## config.mk

```make
export PLATFORM = sky130hd
export DESIGN_NAME = i2c_rf_target
export DESIGN_NICKNAME = d
export VERILOG_FILES = /design/src/rtl/i2c_rf_pkg.sv /design/src/rtl/i2c_rf_sync.sv /design/src/rtl/i2c_rf_regs.sv /design/src/rtl/i2c_rf_fsm.sv /design/src/rtl/i2c_rf_target.sv
export SDC_FILE = /design/constraint.sdc
export NUM_CORES = 2
export LEC_CHECK = 0
export CAP_MARGIN = 5
export CORE_UTILIZATION = 29
export DETAILED_ROUTE_END_ITERATION = 10
export DONT_BUFFER_PORTS = 1
export SYNTH_ARGS = -nofsm -noshare
export SYNTH_HDL_FRONTEND = slang
export SYNTH_SLANG_ARGS = --single-unit
```

## constraint.sdc

```tcl
create_clock -name clk -period 7.9 [get_ports clk]
set_input_delay 1.185 -clock clk [delete_from_list [all_inputs] [get_ports clk]]
set_output_delay 1.185 -clock clk [all_outputs]
set_load 0.05 [all_outputs]
```

## src/rtl/i2c_rf_pkg.sv

```systemverilog
package i2c_rf_pkg;

  localparam int unsigned BYTE_W = 8;

  typedef enum logic [2:0] {
    ST_IDLE,
    ST_RX,
    ST_ACK,
    ST_TX,
    ST_MACK,
    ST_WAIT
  } bus_state_t;

  typedef enum logic [1:0] {
    K_ADDR,
    K_PTR,
    K_DATA
  } rx_kind_t;

  // Bits that hold state at each location; zeros are read-only zero.
  function automatic logic [BYTE_W-1:0] keep_mask(input int unsigned loc);
    case (loc)
      1, 2:    keep_mask = 8'h7F;
      3:       keep_mask = 8'h07;
      4:       keep_mask = 8'h3F;
      5:       keep_mask = 8'h1F;
      7:       keep_mask = 8'hB3;
      default: keep_mask = 8'hFF;
    endcase
  endfunction

endpackage

```

## src/rtl/i2c_rf_sync.sv

```systemverilog
module i2c_rf_sync #(
  parameter int unsigned STAGES = 2
) (
  input  logic clk,
  input  logic rst_n,
  input  logic scl_i,
  input  logic sda_i,
  output logic sda_s,
  output logic scl_rise,
  output logic scl_fall,
  output logic start_ev,
  output logic stop_ev
);

  logic [STAGES-1:0] scl_q, sda_q;
  logic              scl_d, sda_d;
  logic              scl_s;

  always_ff @(posedge clk or negedge rst_n) begin
    if (!rst_n) begin
      scl_q <= '1;
      sda_q <= '1;
      scl_d <= 1'b1;
      sda_d <= 1'b1;
    end else begin
      scl_q <= {scl_q[STAGES-2:0], scl_i};
      sda_q <= {sda_q[STAGES-2:0], sda_i};
      scl_d <= scl_q[STAGES-1];
      sda_d <= sda_q[STAGES-1];
    end
  end

  assign scl_s    = scl_q[STAGES-1];
  assign sda_s    = sda_q[STAGES-1];
  assign scl_rise = scl_s & ~scl_d;
  assign scl_fall = ~scl_s & scl_d;
  assign start_ev = scl_s & scl_d & sda_d & ~sda_s;
  assign stop_ev  = scl_s & scl_d & ~sda_d & sda_s;

endmodule

```

## src/rtl/i2c_rf_regs.sv

```systemverilog
module i2c_rf_regs #(
  parameter int unsigned AW = 6
) (
  input  logic                              clk,
  input  logic                              rst_n,
  input  logic                              bus_we,
  input  logic [AW-1:0]                     bus_addr,
  input  logic [i2c_rf_pkg::BYTE_W-1:0]     bus_wdata,
  output logic [i2c_rf_pkg::BYTE_W-1:0]     bus_rdata,
  input  logic                              core_we,
  input  logic [AW-1:0]                     core_addr,
  input  logic [i2c_rf_pkg::BYTE_W-1:0]     core_wdata,
  output logic [i2c_rf_pkg::BYTE_W-1:0]     core_rdata
);

  localparam int unsigned DW    = i2c_rf_pkg::BYTE_W;
  localparam int unsigned DEPTH = 1 << AW;

  logic [DEPTH-1:0][DW-1:0] mem;

  for (genvar i = 0; i < DEPTH; i++) begin : g_loc
    localparam logic [DW-1:0] KMASK = i2c_rf_pkg::keep_mask(i);
    logic          bus_hit, core_hit;
    logic [DW-1:0] q;

    assign bus_hit  = bus_we  && (bus_addr  == AW'(i));
    assign core_hit = core_we && (core_addr == AW'(i));

    always_ff @(posedge clk or negedge rst_n) begin
      if (!rst_n)        q <= '0;
      else if (bus_hit)  q <= bus_wdata & KMASK;
      else if (core_hit) q <= core_wdata & KMASK;
    end

    assign mem[i] = q;
  end

  assign bus_rdata  = mem[bus_addr];
  assign core_rdata = mem[core_addr];

endmodule

```

## src/rtl/i2c_rf_fsm.sv

```systemverilog
module i2c_rf_fsm
  import i2c_rf_pkg::*;
#(
  parameter int unsigned AW          = 6,
  parameter logic [6:0]  TARGET_ADDR = 7'h68
) (
  input  logic              clk,
  input  logic              rst_n,
  input  logic              sda_s,
  input  logic              scl_rise,
  input  logic              scl_fall,
  input  logic              start_ev,
  input  logic              stop_ev,
  input  logic              inhibit_i,
  input  logic [BYTE_W-1:0] rd_data,
  output logic              sda_oe,
  output logic              wr_en,
  output logic [AW-1:0]     ptr,
  output logic [BYTE_W-1:0] wr_data
);

  bus_state_t        state, state_n;
  rx_kind_t          kind, kind_n;
  logic [3:0]        cnt, cnt_n;
  logic [BYTE_W-1:0] sh, sh_n;
  logic [AW-1:0]     ptr_n;
  logic              rw, rw_n, mack, mack_n, oe_n;

  always_comb begin
    state_n = state;
    kind_n  = kind;
    cnt_n   = cnt;
    sh_n    = sh;
    ptr_n   = ptr;
    rw_n    = rw;
    mack_n  = mack;
    oe_n    = sda_oe;
    wr_en   = 1'b0;
    if (start_ev) begin
      state_n = ST_RX;
      kind_n  = K_ADDR;
      cnt_n   = '0;
      oe_n    = 1'b0;
    end else if (stop_ev) begin
      state_n = ST_IDLE;
      oe_n    = 1'b0;
    end else begin
      case (state)
        ST_RX: begin
          if (scl_rise && cnt != 4'd8) begin
            sh_n  = {sh[BYTE_W-2:0], sda_s};
            cnt_n = cnt + 4'd1;
          end else if (scl_fall && cnt == 4'd8) begin
            cnt_n = '0;
            case (kind)
              K_ADDR: begin
                if (sh[7:1] == TARGET_ADDR && !inhibit_i) begin
                  rw_n    = sh[0];
                  kind_n  = K_PTR;
                  oe_n    = 1'b1;
                  state_n = ST_ACK;
                end else begin
                  state_n = ST_WAIT;
                end
              end
              K_PTR: begin
                ptr_n   = sh[AW-1:0];
                kind_n  = K_DATA;
                oe_n    = 1'b1;
                state_n = ST_ACK;
              end
              default: begin
                wr_en   = !inhibit_i;
                ptr_n   = ptr + AW'(1);
                oe_n    = 1'b1;
                state_n = ST_ACK;
              end
            endcase
          end
        end
        ST_ACK: begin
          if (scl_fall) begin
            cnt_n = '0;
            if (rw) begin
              sh_n    = rd_data;
              ptr_n   = ptr + AW'(1);
              oe_n    = ~rd_data[BYTE_W-1];
              state_n = ST_TX;
            end else begin
              oe_n    = 1'b0;
              state_n = ST_RX;
            end
          end
        end
        ST_TX: begin
          if (scl_rise) begin
            cnt_n = cnt + 4'd1;
          end else if (scl_fall) begin
            if (cnt == 4'd8) begin
              oe_n    = 1'b0;
              state_n = ST_MACK;
            end else begin
              sh_n = {sh[BYTE_W-2:0], 1'b0};
              oe_n = ~sh[BYTE_W-2];
            end
          end
        end
        ST_MACK: begin
          if (scl_rise) begin
            mack_n = ~sda_s;
          end else if (scl_fall) begin
            cnt_n = '0;
            if (mack) begin
              sh_n    = rd_data;
              ptr_n   = ptr + AW'(1);
              oe_n    = ~rd_data[BYTE_W-1];
              state_n = ST_TX;
            end else begin
              state_n = ST_WAIT;
            end
          end
        end
        default: ;
      endcase
    end
  end

  always_ff @(posedge clk or negedge rst_n) begin
    if (!rst_n) begin
      state  <= ST_IDLE;
      kind   <= K_ADDR;
      cnt    <= '0;
      sh     <= '0;
      ptr    <= '0;
      rw     <= 1'b0;
      mack   <= 1'b0;
      sda_oe <= 1'b0;
    end else begin
      state  <= state_n;
      kind   <= kind_n;
      cnt    <= cnt_n;
      sh     <= sh_n;
      ptr    <= ptr_n;
      rw     <= rw_n;
      mack   <= mack_n;
      sda_oe <= oe_n;
    end
  end

  assign wr_data = sh;

endmodule

```

## src/rtl/i2c_rf_target.sv

```systemverilog
module i2c_rf_target #(
  parameter int unsigned AW          = 6,
  parameter logic [6:0]  TARGET_ADDR = 7'h68,
  parameter int unsigned SYNC_STAGES = 2
) (
  input  logic          clk,
  input  logic          rst_n,
  input  logic          scl_i,
  input  logic          sda_i,
  input  logic          inhibit_i,
  output logic          sda_oe_o,
  input  logic [AW-1:0] core_addr_i,
  input  logic          core_we_i,
  input  logic [7:0]    core_wdata_i,
  output logic [7:0]    core_rdata_o
);

  logic          sda_s, scl_rise, scl_fall, start_ev, stop_ev;
  logic          bus_we;
  logic [AW-1:0] bus_ptr;
  logic [7:0]    bus_wdata, bus_rdata;

  i2c_rf_sync #(.STAGES(SYNC_STAGES)) u_sync (
    .clk      (clk),
    .rst_n    (rst_n),
    .scl_i    (scl_i),
    .sda_i    (sda_i),
    .sda_s    (sda_s),
    .scl_rise (scl_rise),
    .scl_fall (scl_fall),
    .start_ev (start_ev),
    .stop_ev  (stop_ev)
  );

  i2c_rf_fsm #(.AW(AW), .TARGET_ADDR(TARGET_ADDR)) u_fsm (
    .clk       (clk),
    .rst_n     (rst_n),
    .sda_s     (sda_s),
    .scl_rise  (scl_rise),
    .scl_fall  (scl_fall),
    .start_ev  (start_ev),
    .stop_ev   (stop_ev),
    .inhibit_i (inhibit_i),
    .rd_data   (bus_rdata),
    .sda_oe    (sda_oe_o),
    .wr_en     (bus_we),
    .ptr       (bus_ptr),
    .wr_data   (bus_wdata)
  );

  i2c_rf_regs #(.AW(AW)) u_regs (
    .clk        (clk),
    .rst_n      (rst_n),
    .bus_we     (bus_we),
    .bus_addr   (bus_ptr),
    .bus_wdata  (bus_wdata),
    .bus_rdata  (bus_rdata),
    .core_we    (core_we_i),
    .core_addr  (core_addr_i),
    .core_wdata (core_wdata_i),
    .core_rdata (core_rdata_o)
  );

endmodule

```

## Word-level counts from Yosys, hierarchy flattened

Cells that the tools add are included.

- Flip-flop bits (word level): 544
- Input port bits: 20
- Word-level logic and storage cells: 675

- $add $sub $neg: 2
- Magnitude comparators: 2
- Eq/ne operators: 162
- Muxes and demuxes: 202
- Bitwise operators: 16
- Reductions and logical operators: 215

Operator list:

| operator | number |
|---|---|
| 8-bit 2-to-1 mux | 139 |
| 6-bit equality test (second input constant) | 64 |
| 6-bit by 5-bit equality test with 1-bit output (second input constant) | 32 |
| 2-bit nonzero test | 66 |
| 1-bit logical AND | 131 |
| 8-bit binary-select mux with 6-bit select | 2 |
| 6-bit by 4-bit equality test with 1-bit output (second input constant) | 16 |
| 6-bit by 3-bit equality test with 1-bit output (second input constant) | 8 |
| 6-bit 2-to-1 mux | 7 |
| 3-bit 2-to-1 mux | 13 |
| 8-bit one-hot mux with 4 select lines | 1 |
| 4-bit 2-to-1 mux | 7 |
| 6-bit by 2-bit equality test with 1-bit output (second input constant) | 4 |
| 4-bit by 3-bit inequality test with 1-bit output (second input constant) | 6 |
| 1-bit 2-to-1 mux | 20 |
| 6-bit one-hot mux with 3 select lines | 1 |
| 4-bit inequality test (second input constant) | 4 |
| 4-bit one-hot mux with 4 select lines | 1 |
| 6-bit by 7-bit less-than comparator with 1-bit output (second input constant) | 2 |
| 2-bit 2-to-1 mux | 7 |
| 2-bit by 1-bit inequality test with 1-bit output (second input constant) | 7 |
| 2-bit inequality test (second input constant) | 7 |
| 6-bit by 1-bit equality test with 1-bit output (second input constant) | 2 |
| 6-bit zero test | 2 |
| other kinds (33) | 50 |

## Depth between registers and ports, before layout

- Word-level depth: 10
- Mapped depth: 13
- Mapped depth without buffers: 8

## By module

Synthesis repeated with hierarchy kept, for this count alone.

- Cell total of the unflattened synthesis: 3,190
- Area total of the unflattened synthesis: 33,255.6 um^2

Modules (own cells, without submodules):

| module | times used | cells an instance | area an instance (um^2) | sequential area each (um^2) |
|---|---|---|---|---|
| i2c_rf_regs | 1 | 2,982 | 31,237.5 | 12,436.9 |
| i2c_rf_fsm | 1 | 198 | 1,828.0 | 650.6 |
| i2c_rf_sync | 1 | 10 | 190.2 | 157.7 |

## Least setup slack after synthesis

Ideal clock, no wire load.

- Kind: input port to output port
- Start point: input core_addr_i[1]
- End point: output core_rdata_o[0]
- Data arrival time: 3.267 ns
- Required time: 6.715 ns
- Slack: 3.448 ns
- Stages: 6
- Path through: buf_2 > buf_2 > clkbuf_1 > mux4_2 > mux4_2 > mux4_2

- Cells in the longest elaborated chain, start to end: 2

RTL lines:

| what | line | source |
|---|---|---|
| start: declaration | i2c_rf_target.sv:12 | `input logic [AW-1:0] core_addr_i,` |
| 8-bit binary-select mux with 6-bit select | i2c_rf_regs.sv:39 | `assign core_rdata = mem[core_addr];` |
| 8-bit 2-to-1 mux (not written as such) | i2c_rf_regs.sv:39 |  |
| end: declaration | i2c_rf_target.sv:15 | `output logic [7:0] core_rdata_o` |

Every way passes these cells. The select of a mux whose other input is x is not followed.

## Worst setup path after layout

- Start point: input core_addr_i[0]
- End point: output core_rdata_o[5]

Same word-level chain as after synthesis.

==> impl_metrics.toml <==
[outcome]
status = "finished, violations left"
violations = "slew limit"

[route]
drt_iter0_drc = 3634
antenna_left = 0
drc = 0
wl_per_cell_microns = 26.3
firstDrtPassIters = 7
routed_wl_microns = 117000
vias = 25700
avgViaCountPerCell = 5.78

[synthesis]
synth_cells = 3128
async_flop_share = 1.00
synthAdderAreaFrac = 0.00226
syn_area_per_cell_sq_um = 10.6
synth_fp_nets = 3154
synth-simple-area-share = 0.103
muxShareOfSynthArea = 0.351
synth-seq-area-share = 0.399
syn_area_sq_um = 33200
synth-xor-area-share = 0.000527
synth_seq_cells = 529
synth_edf_count = 0
synth_warnings = 0
synth_ff_type = "dfrtp_1"
ys_types = 66
synth_compound_area_frac = 0.106
synth_top_family_by_area = "multiplexers"

[die]
die_area_sq_um = 116000
start_util = 0.294
core_sq_um = 113000
die_w_microns = 340
num_rows = 123
fp.dieH_microns = 340
ios = 29

[critical_path]
r2r_slack_ns = 3.73
cp_max_fo = 134
path_cells = "mux4_2, mux4_2, mux4_2"
worst_path_most_repeated_cell = "mux4_2"
path_class = "in -> out"
r2r_cells = 6
crit_arrival_ns = 3.17
slowest_stage = "mux4_2"
cp.required_ns = 6.71
critPathCaptureType = "output port"
path_depth = 3
cp_top_family = "multiplexers"
start_kind = "primary input"
slowest_delay_ns = 0.69
path_buf_inv = 0

[place]
numPortBuffers = 0
hpwl_microns = 73600
gp_congestion = 0.925

[cells_and_area]
layout_common_cells = "nor2_1, mux2i_1, a21oi_1, dfrtp_1, mux4_2"
area.sequential_sq_um = 13300
nFillCells = 11400
layout_commonest_cell = "nor2_1"
fin_util = 0.319
layout-drive-gt1-share = 0.152
area_growth_pct = 8.42
num-nets-final = 2935
multi_input_area_sq_um = 18700

[timing]
slew_headroom = -0.762
whs_ns = 0.228
fmax_mhz = 230
fin_crit_ns = 4.36
finalHoldViolCount = 0
drv_slew = 314
setup_viol = 0
finalSetupTns_ns = 0
rsz0062_at_grt = "no"
worst_pin_slew_ns = 2.64
fin_crit_sh = 0.552
fin_worst_skew_ns = 0.0301

[clocking]
path_clk_slew_ns = 0.06
cts_tree = "yes"
worstSkewPairLatency_ns = 0.65
postCtsSetupBuffers = 0
cts-root-buf = "clkbuf_16"
cts_buffer_depth = 3
clock-sinks = 529
post_cts_resized = 0
cts_buffers = 58
ctsHoldBuffers = 0
htreeDepth = 2

[global_route]
grt_max_degree = 530
grt.total_usage = 0.199
grt_overflow = 0
grt_pass1_vias = 24500
antenna_found_initial = 8
grt_pass1_wl_microns = 173000

[power]
p_sw_frac = 0.383
powerDensity_nw_per_um2 = 272
clkPwrFrac = 0.292
p_int_mw = 6.04
power_switching_mw = 3.75
p_seq_frac = 0.369
peakVddDrop_v = 0.000311
combPwrFrac = 0.339
leakagePower_nw = 16.7

[hold_path]
worst_hold_path_type = "in -> async"

[job]
drv_cap = 0
[power by group through the flow]
stage	clock network, mW	logic [mW]	registers (mW)
5_1_grt	2.98	3.45	3.64
3_5_place_dp	0	3.25	3.64
6_report	2.86	3.32	3.61
2_1_floorplan	0	2.48	3.35
4_1_cts	2.89	3.25	3.59
3_3_place_gp	0	3.22	3.63
[path summary, 6_finish.rpt]
| path | start | end |
|---|---|---|
| setup / recovery | core_addr_i[0] | core_rdata_o[5] |
| max in group asynchronous | rst_n | u_fsm.ptr[0] |
| hold reg to reg | u_sync.scl_q[0] | u_sync.scl_q[1] |
| min in group clk | u_sync.scl_q[0] | u_sync.scl_q[1] |
| setup reg to reg | u_fsm.ptr[1] | u_regs.g_loc[37].q[7] |
| hold / removal | rst_n | u_regs.g_loc[23].q[2] |
[metal layers]
layer  part of all wire  track usage  vias to the layer above
met5            0.00068            0                        -
met4              0.051       0.0975                       12
met3              0.099       0.0456                      313
met2               0.46        0.310                     1461
met1               0.39        0.259                    12900
li1                   -            -                    11100
[flip-flops by register name (all words and copies together), names as in the netlist, 2 cells and up]
signal	count
u_fsm.wr_data	8
u_fsm.kind	2
u_sync.sda_q	2
u_regs.g_loc.q	497
u_fsm.cnt	4
u_fsm.ptr	6
u_sync.scl_q	2
u_fsm.state	3
[through the flow]
stage | cells | setup WS (ns) | power [mW] | instance area, sq um
CTS | 4455 | 3.63 | 9.73 | 36000
global route | 4455 | 3.58 | 10.1 | 36000
detailed placement | 4349 | 3.63 | 6.88 | 34000
global placement | 4349 | 3.62 | 6.85 | 34000
finish | 4456 | 3.54 | 9.79 | 36000
floorplan | 3128 | 3.45 | 5.82 | 33200
[cell usage after synthesis (3+ instances only)]
cell         n  share of area
o31ai_1      3        0.00068
a311oi_1     3        0.00079
inv_1       11         0.0012
o21ai_0     28         0.0042
nor2_2      19         0.0036
buf_2       23         0.0035
and2_1       4        0.00075
buf_1       37         0.0042
a211oi_1     4        0.00090
o2bb2ai_1    3        0.00079
mux4_2     274           0.19
a22oi_1     25         0.0057
ha_1         6         0.0023
a221oi_1     5         0.0013
a21oi_1    522          0.079
a32oi_1      3        0.00079
o221ai_1     4         0.0011
or2_2        4        0.00075
nor3_1      10         0.0015
buf_6        7         0.0024
nor4b_1      3        0.00079
buf_4       12         0.0027
dfrtp_1    523           0.39
nand2b_1    14         0.0026
nand4_1      6         0.0011
nor4_1       3        0.00057
a22o_1       4         0.0011
nor2_1     539          0.061
nand3_1     74          0.011
mux2i_1    532           0.16
nand2_1    100          0.011
mux2_2      12         0.0041
and3_1       8         0.0015
o211ai_1     6         0.0014
dfstp_2      6         0.0047
o41ai_1      3        0.00079
a31oi_1     13         0.0024
clkbuf_1   219          0.025
nor2b_1     15         0.0028
o22ai_1      5        0.00094
nor3b_1      5         0.0011
[cell type report]
cell class | instances | area share
inverters | 13 | 0.00136
flip-flops and latches | 529 | 0.368
diodes | 1 | 0.0000695
clock inverters | 24 | 0.00799
multi-input cells | 2288 | 0.519
well taps | 1500 | 0.0521
clock buffers | 82 | 0.0470
repair buffers | 19 | 0.00431
[kinds of logic after synthesis]
| logic type | Yosys count |
|---|---|
| AOI/OAI and AO/OA | 647 |
| xor gates and xnor gates | 2 |
| adders and majority gates | 6 |
| buffers and inverters | 311 |
| DFF | 529 |
| muxes | 819 |
| and+or+nand+nor | 814 |
Note: power is estimated with default switching activity, not from simulation.
